<file path="config.mk">
export PLATFORM = sky130hd
export DESIGN_NAME = sigmul_dadda
export DESIGN_NICKNAME = d
export VERILOG_FILES = /design/src/rtl/sigmul_pkg.sv /design/src/rtl/sigmul_pp_gen.sv /design/src/rtl/sigmul_dadda_stage.sv /design/src/rtl/sigmul_cpa.sv /design/src/rtl/sigmul_dadda.sv
export SDC_FILE = /design/constraint.sdc
export NUM_CORES = 1
export LEC_CHECK = 0
export BUFFER_PORTS_ARGS = -buffer_cell sky130_fd_sc_hd__buf_2
export CORE_MARGIN = 4
export CORE_UTILIZATION = 62
export DETAILED_ROUTE_END_ITERATION = 16
export GPL_ROUTABILITY_DRIVEN = 0
export PLACE_DENSITY = 0.91
export SETUP_SLACK_MARGIN = 0.02
export SLEW_MARGIN = 20
export SYNTH_ARGS = -nofsm -noshare
export SYNTH_HDL_FRONTEND = slang
export SYNTH_SLANG_ARGS = --single-unit
export TNS_END_PERCENT = 10
</file>
<file path="constraint.sdc">
create_clock -name vclk -period 30.7
set_input_delay 6.14 -clock vclk [all_inputs]
set_output_delay 6.14 -clock vclk [all_outputs]
set_load 0.02 [all_outputs]
</file>
<file path="src/rtl/sigmul_pkg.sv">
package sigmul_pkg;

    // Upper bound on product columns handled by the elaboration planner.
    localparam int MAX_COLS = 128;

    // Which quantity the reduction planner should report.
    typedef enum logic [1:0] {
        Q_HEIGHT = 2'd0,   // column height after the given stage
        Q_FULL   = 2'd1,   // full adders placed in the column in the given stage
        Q_HALF   = 2'd2    // half adders placed in the column in the given stage
    } plan_q_e;

    // k-th term of the height-limit series, with term 1 equal to 2.
    function automatic int limit_at(input int k);
        int d;
        d = 2;
        for (int i = 1; i < k; i++) begin
            d = (d * 3) / 2;
        end
        return d;
    endfunction

    // Number of limits smaller than the tallest column (the operand width).
    function automatic int stage_count(input int n);
        int s;
        int d;
        s = 0;
        d = 2;
        while (d < n) begin
            s++;
            d = (d * 3) / 2;
        end
        return s;
    endfunction

    // Height of column c of the raw partial-product matrix.
    function automatic int init_height(input int n, input int c);
        if (c < n)          return c + 1;
        else if (c < 2*n-1) return 2*n - 1 - c;
        else                return 0;
    endfunction

    // Reduction planner. Stage numbers run from 1 (first, largest limit).
    // With Q_HEIGHT the result is the height of column col after `stage`
    // stages (stage 0 is the raw matrix). Otherwise it is the adder count
    // placed in column col during `stage`.
    function automatic int reduce_plan(input int n, input int stage,
                                       input int col, input plan_q_e q);
        int h [MAX_COLS];
        int w;
        int total;
        int lim;
        int cin;
        int ex;
        int fa;
        int ha;
        w     = 2 * n;
        total = stage_count(n);
        for (int c = 0; c < MAX_COLS; c++) begin
            h[c] = (c < w) ? init_height(n, c) : 0;
        end
        for (int t = 1; t <= stage; t++) begin
            lim = limit_at(total - t + 1);
            cin = 0;
            for (int c = 0; c < w; c++) begin
                ex = h[c] + cin - lim;
                if (ex > 0) begin
                    fa = ex / 2;
                    ha = ex % 2;
                end else begin
                    fa = 0;
                    ha = 0;
                end
                if (t == stage && c == col && q != Q_HEIGHT) begin
                    return (q == Q_FULL) ? fa : ha;
                end
                h[c] = h[c] - 2*fa - ha + cin;
                cin  = fa + ha;
            end
        end
        if (q != Q_HEIGHT) return 0;
        return h[col];
    endfunction

endpackage

</file>
<file path="src/rtl/sigmul_pp_gen.sv">
module sigmul_pp_gen
    import sigmul_pkg::*;
#(
    parameter int OP_W = 24
) (
    input  logic [OP_W-1:0]                 op_a,
    input  logic [OP_W-1:0]                 op_b,
    output logic [2*OP_W-1:0][OP_W-1:0]     pp_cols
);
    localparam int PROD_W = 2 * OP_W;

    // Row i: either a copy of A (weight 2^i implied by its column) or blank.
    logic [OP_W-1:0][OP_W-1:0] rows;

    for (genvar i = 0; i < OP_W; i++) begin : g_row
        assign rows[i] = op_b[i] ? op_a : '0;
    end

    // Stack rows into columns: column c holds rows LO..HI, bottom first.
    for (genvar c = 0; c < PROD_W; c++) begin : g_col
        localparam int LO = (c < OP_W) ? 0 : c - OP_W + 1;
        localparam int HI = (c < OP_W) ? c : OP_W - 1;
        for (genvar k = 0; k < OP_W; k++) begin : g_pos
            if (LO + k <= HI) begin : g_bit
                assign pp_cols[c][k] = rows[LO+k][c-LO-k];
            end else begin : g_pad
                assign pp_cols[c][k] = 1'b0;
            end
        end
    end

    // a row is blank exactly when its selector bit or all of A is zero.
    always_comb begin
        for (int i = 0; i < OP_W; i++) begin
            assert_pp_row_R1: assert ((rows[i] == '0) == ((op_b[i] == 1'b0) || (op_a == '0)))
                else $error("pp row %0d inconsistent with selector", i);
        end
    end

endmodule

</file>
<file path="src/rtl/sigmul_dadda_stage.sv">
module sigmul_dadda_stage
    import sigmul_pkg::*;
#(
    parameter int OP_W  = 24,
    parameter int STAGE = 1
) (
    input  logic [2*OP_W-1:0][OP_W-1:0] in_cols,
    output logic [2*OP_W-1:0][OP_W-1:0] out_cols
);
    localparam int PROD_W  = 2 * OP_W;
    localparam int N_STAGE = stage_count(OP_W);
    localparam int LIMIT   = limit_at(N_STAGE - STAGE + 1);

    // Carries leaving each column in this stage, read by the next column.
    logic [PROD_W-1:0][OP_W-1:0] cy_all;

    for (genvar c = 0; c < PROD_W; c++) begin : g_col
        localparam int H_IN   = reduce_plan(OP_W, STAGE - 1, c, Q_HEIGHT);
        localparam int N_FA   = reduce_plan(OP_W, STAGE, c, Q_FULL);
        localparam int N_HA   = reduce_plan(OP_W, STAGE, c, Q_HALF);
        localparam int N_PASS = H_IN - 3*N_FA - 2*N_HA;
        localparam int N_CIN  = (c == 0) ? 0 :
                                reduce_plan(OP_W, STAGE, c - 1, Q_FULL) +
                                reduce_plan(OP_W, STAGE, c - 1, Q_HALF);
        localparam int CY_W   = (N_FA + N_HA > 0) ? N_FA + N_HA : 1;

        logic [CY_W-1:0] cy;
        logic [OP_W-1:0] col_nxt;
        logic [OP_W-1:0] cin_bits;

        if (c == 0) begin : g_nocin
            assign cin_bits = '0;
        end else begin : g_cin
            assign cin_bits = cy_all[c-1];
        end

        always_comb begin
            col_nxt = '0;
            cy      = '0;
            // untouched bits move to the bottom of the column
            for (int p = 0; p < N_PASS; p++) begin
                col_nxt[p] = in_cols[c][3*N_FA + 2*N_HA + p];
            end
            // full adders: three bits in, sum stays, carry moves up
            for (int f = 0; f < N_FA; f++) begin
                {cy[f], col_nxt[N_PASS+f]} = 2'(in_cols[c][3*f])
                                           + 2'(in_cols[c][3*f+1])
                                           + 2'(in_cols[c][3*f+2]);
            end
            // half adders: two bits in
            for (int g = 0; g < N_HA; g++) begin
                {cy[N_FA+g], col_nxt[N_PASS+N_FA+g]} = 2'(in_cols[c][3*N_FA+2*g])
                                                     + 2'(in_cols[c][3*N_FA+2*g+1]);
            end
            // carries arriving from the column below
            for (int k = 0; k < N_CIN; k++) begin
                col_nxt[N_PASS+N_FA+N_HA+k] = cin_bits[k];
            end
        end

        assign cy_all[c]   = OP_W'(cy);
        assign out_cols[c] = col_nxt;
    end

    // Weighted value of a column matrix (bit k of column c counts 2^c).
    function automatic logic [PROD_W-1:0] col_value(input logic [PROD_W-1:0][OP_W-1:0] m);
        logic [PROD_W-1:0] acc;
        acc = '0;
        for (int c = 0; c < PROD_W; c++) begin
            for (int k = 0; k < OP_W; k++) begin
                acc = acc + (PROD_W'(m[c][k]) << c);
            end
        end
        return acc;
    endfunction

    always_comb begin
        // compression must not change the represented number
        assert_stage_sum_R4: assert (col_value(out_cols) == col_value(in_cols))
            else $error("stage %0d changed the column sum", STAGE);
        // no column above this stage's limit
        for (int c = 0; c < PROD_W; c++) begin
            assert_stage_height_R3: assert ((out_cols[c] >> LIMIT) == '0)
                else $error("stage %0d column %0d exceeds limit %0d", STAGE, c, LIMIT);
        end
    end

endmodule

</file>
<file path="src/rtl/sigmul_cpa.sv">
module sigmul_cpa
    import sigmul_pkg::*;
#(
    parameter int OP_W = 24
) (
    input  logic [2*OP_W-1:0][OP_W-1:0] red_cols,
    output logic [2*OP_W-1:0]           sum
);
    localparam int PROD_W = 2 * OP_W;

    logic [PROD_W-1:0] row_lo;
    logic [PROD_W-1:0] row_hi;
    logic              carry_out;

    for (genvar c = 0; c < PROD_W; c++) begin : g_split
        assign row_lo[c] = red_cols[c][0];
        assign row_hi[c] = red_cols[c][1];
    end

    assign {carry_out, sum} = {1'b0, row_lo} + {1'b0, row_hi};

    always_comb begin
        // reduction must leave at most two bits per column
        for (int c = 0; c < PROD_W; c++) begin
            assert_two_rows_R3: assert ((red_cols[c] >> 2) == '0)
                else $error("column %0d still taller than two", c);
        end
        // the final addition fits the product width
        assert_no_carry_out_R5: assert (!carry_out)
            else $error("carry out of final adder");
    end

endmodule

</file>
<file path="src/rtl/sigmul_dadda.sv">
module sigmul_dadda
    import sigmul_pkg::*;
#(
    parameter int OP_W = 24
) (
    input  logic [OP_W-1:0]   op_a,
    input  logic [OP_W-1:0]   op_b,
    output logic [2*OP_W-1:0] product
);
    localparam int PROD_W   = 2 * OP_W;
    localparam int N_STAGES = stage_count(OP_W);

    // Column matrix entering each stage; index N_STAGES holds two rows.
    logic [PROD_W-1:0][OP_W-1:0] cols [N_STAGES+1];

    sigmul_pp_gen #(.OP_W(OP_W)) u_pp (
        .op_a    (op_a),
        .op_b    (op_b),
        .pp_cols (cols[0])
    );

    for (genvar s = 1; s <= N_STAGES; s++) begin : g_stage
        sigmul_dadda_stage #(.OP_W(OP_W), .STAGE(s)) u_stage (
            .in_cols  (cols[s-1]),
            .out_cols (cols[s])
        );
    end

    sigmul_cpa #(.OP_W(OP_W)) u_cpa (
        .red_cols (cols[N_STAGES]),
        .sum      (product)
    );

    // the tree must reproduce the exact unsigned product
    always_comb begin
        assert_exact_product_R2: assert (product == ({{OP_W{1'b0}}, op_a} * {{OP_W{1'b0}}, op_b}))
            else $error("product mismatch");
    end

endmodule

</file>
==> qor_table.md <==
| Step | Quantity | Reported |
| --- | --- | --- |
| outcome | Outcome | completed |
| floorplanning | Die span in y | 176 um |
| grt | Pin count of the biggest net entering global routing | 25 |
| critical path | Slowest cell on the critical path | fa_1 |
| yosys | Most repeated cell in the gate-level netlist after synthesis | fa_1 |
| grt | Met3 usage | 7.97% |
| grt | First-pass GRT wire length | 82000 um |
| clock network | Hold buffer count at cts | 0 |
| critical path | Type of the worst setup path | in2out |
| yosys | Top area cells in the synthesized netlist | fa_1 (55%), and2_1 (15%), inv_1 (8.2%), ha_1 (4.9%), nand2_1 (3.9%) |
| flow run | Max-Cap Viols | 0 |
| place | Total cell area at the placement stage | 18100 sq um |
| sta | Finish-stage setup viols | 0 |
| grt | Global-route total usage across every layer | 33.9% |
| clock network | Number of buffers added for setup after CTS | 0 |
| worst hold path | Min-Delay Path Depth | 3 |
| route | Starting DRT DRC Count | 1443 |
| floorplanning | Die width | 176 um |
| critical path | Arr. time, crit path | 13.06 ns |
| place | Number of placed instances, taps included | 2283 |
| grt | Initial antenna violation count | 2 |
| final layout | Post-synthesis to final-layout area growth | 3.14% |
| critical path | Worst setup endpoint | product[43] |
| critical path | CP Max Fanout | 24 |
| sta | Unrepaired setup endpoints after global routing | no |
| yosys | Synthesized instance count | 1915 |
| grt | GR met2 Demand/Resource | 56.0% |
| yosys | Cell type with the highest aggregate area in the netlist | fa_1 |
| sta | Tcrit/Tclk final | 62.5% |
| place | Number of I/O port buffers | 96 |
| yosys | Unique cell type count in the Yosys netlist | 55 |
| floorplanning | IO Count | 96 |
| route | Routed Wire Length | 50600 um |
| final layout | Layout Cell Area excl Fill | 18100 sq um |
| yosys | Synthesized area per cell | 9.18 sq um |
| sta | Maximum achievable frequency | 0.0521 GHz |
| yosys | Sequential area share after synthesis | 0% |
| worst hold path | Worst hold path type | in2out |
| yosys | Share of the synthesized area in the top cell type | 55.1% |
| final layout | Register Area | 0 sq um |
| yosys | Net count after synthesis | 2516 |
| final layout | Seq_cells | 0 |
| clock network | Post-CTS resize count | 0 |
| grt | Remaining global-route overflow | 0 |
| critical path | Critical path, cell by cell | buf_2 > nand2_1 > fa_1 > inv_1 > fa_1 > inv_1 > fa_1 > fa_1 > fa_1 > fa_1 > fa_1 > inv_1 > ha_1 > nand2_1 > nor3_1 > nand2_1 > or3_1 > a21oi_1 > o32a_1 > a31oi_1 > xnor2_1 > buf_2 |
| critical path | Crit path launch | op_b[7] |
| route | Detailed-route wire length per cell | 22.1 um |
| critical path | Startpoint kind of the worst setup timing path | input port |
| critical path | Data required time at the worst endpoint | 24.56 ns |
| floorplanning | Initial cell density of the core | 63.1% |
| final layout | Fraction of final layout cells sized beyond drive strength 1 | 5.93% |
| floorplanning | Core area | 27900 sq um |
| critical path | Kind of end point of the critical path | primary output |
| yosys | Synth warn | 0 |
| place | Half-perimeter wire length after placement | 38000 um |
| route | Average via count per standard cell | 6.15 |
| final layout | Fill cell total of the finished layout | 2060 |
| final layout | Final core utilization | 65.1% |
| yosys | Most numerous cell types in the synthesized netlist | fa_1 (484), and2_1 (430), inv_1 (382) |
| grt | Met1 Resource Use GR | 38.7% |
| grt | Via count of the first global-routing pass | 15900 |
| final layout | Number of clock-tree buffers in the layout | 0 |
| yosys | Post-synth design cell area | 17600 sq um |
| sta | Setup TNS | 0 ns |
| sta | Max-slew violation count | 0 |
| floorplanning | Die outline area | 31100 sq um |
| sta | Worst Tran Pin Value | 0.702 ns |
| grt | Layer with the highest usage | met2 |
| route | DRC violation count after routing | 0 |
| sta | Remaining max-slew budget at the tightest pin | 53.2% |
| final layout | Number of cells in the finished layout apart from fillers | 2284 |
| final layout | Number of nets in the layout | 2508 |
| route | Count of vias placed by the detailed router | 14000 |
| sta | Time the worst path needs with I/O delays and setup | 19.20 ns |
| critical path | Critical Path Max Stage Delay | 0.54 ns |
| route | DRT antenna net count | 0 |
| route | Number of search-and-repair iterations in the first detailed-routing pass | 6 |
| critical path | Top cell by count, worst path | fa_1 |
| sta | Number of hold-slack violations in the final timing report | 0 |
| floorplanning | Count of standard-cell rows | 61 |
kinds of logic after synthesis:
logic type | share of synthesized area, %
buf+inv | 10.5
fa+ha+maj | 60.1
simple gates | 21.2
compound gates | 6.31
xor+xnor | 1.94
per-stage QoR:
stage | hold slack [ns] | setup WS, ns
global placement | 12.85 | 11.78
CTS | 12.88 | 11.65
floorplan | 12.46 | 12.34
detailed placement | 12.87 | 11.67
finish | 12.89 | 11.50
global route | 12.92 | 11.18
layout by cell type, fill, tap and decap left out, types with 16 or more instances in the layout:
cell type  Yosys  final
buf_2          5     96
nand2_1      182    182
xnor2_1       26     26
a21o_1        28     28
o21ai_0       18     18
ha_1          69     69
and2_1       430    430
a21oi_1       47     47
fa_1         484    484
inv_1        382    382
nor2_1        16     16
final cells by class:
type	instances	area [sq um]	share of cell area, %
Timing Repair Buffer	96	480	2.65
Tap cell	378	473	2.61
Inverter	382	1430	7.91
Multi-Input combinational cell	1427	15700	86.8
Antenna cell	1	2.50	0.0138
layer usage:
| layer | wire [um] | vias to the layer above |
|---|---|---|
| met4 | 4440 | 4 |
| met1 | 15500 | 6992 |
| met3 | 5910 | 327 |
| met5 | 27 | - |
| li1 | - | 5607 |
| met2 | 24700 | 1114 |
critical path: cells and delay by family:
family	cells	cell delay, ns
buf+inv	5	0.78
fa+ha+maj	8	4.06
compound gates	3	0.82
simple gates	5	1.07
xor+xnor	1	0.16
worst min path at each step:
| stage | start | slack (ns) | endpoint |
|---|---|---|---|
| 6_report | op_b[0] | 12.89 | product[0] |
| 5_1_grt | op_b[0] | 12.92 | product[0] |
| 3_5_place_dp | op_b[0] | 12.87 | product[0] |
| 4_1_cts | op_b[0] | 12.88 | product[0] |
| 3_3_place_gp | op_b[0] | 12.85 | product[0] |
| 2_1_floorplan | op_b[0] | 12.46 | product[0] |
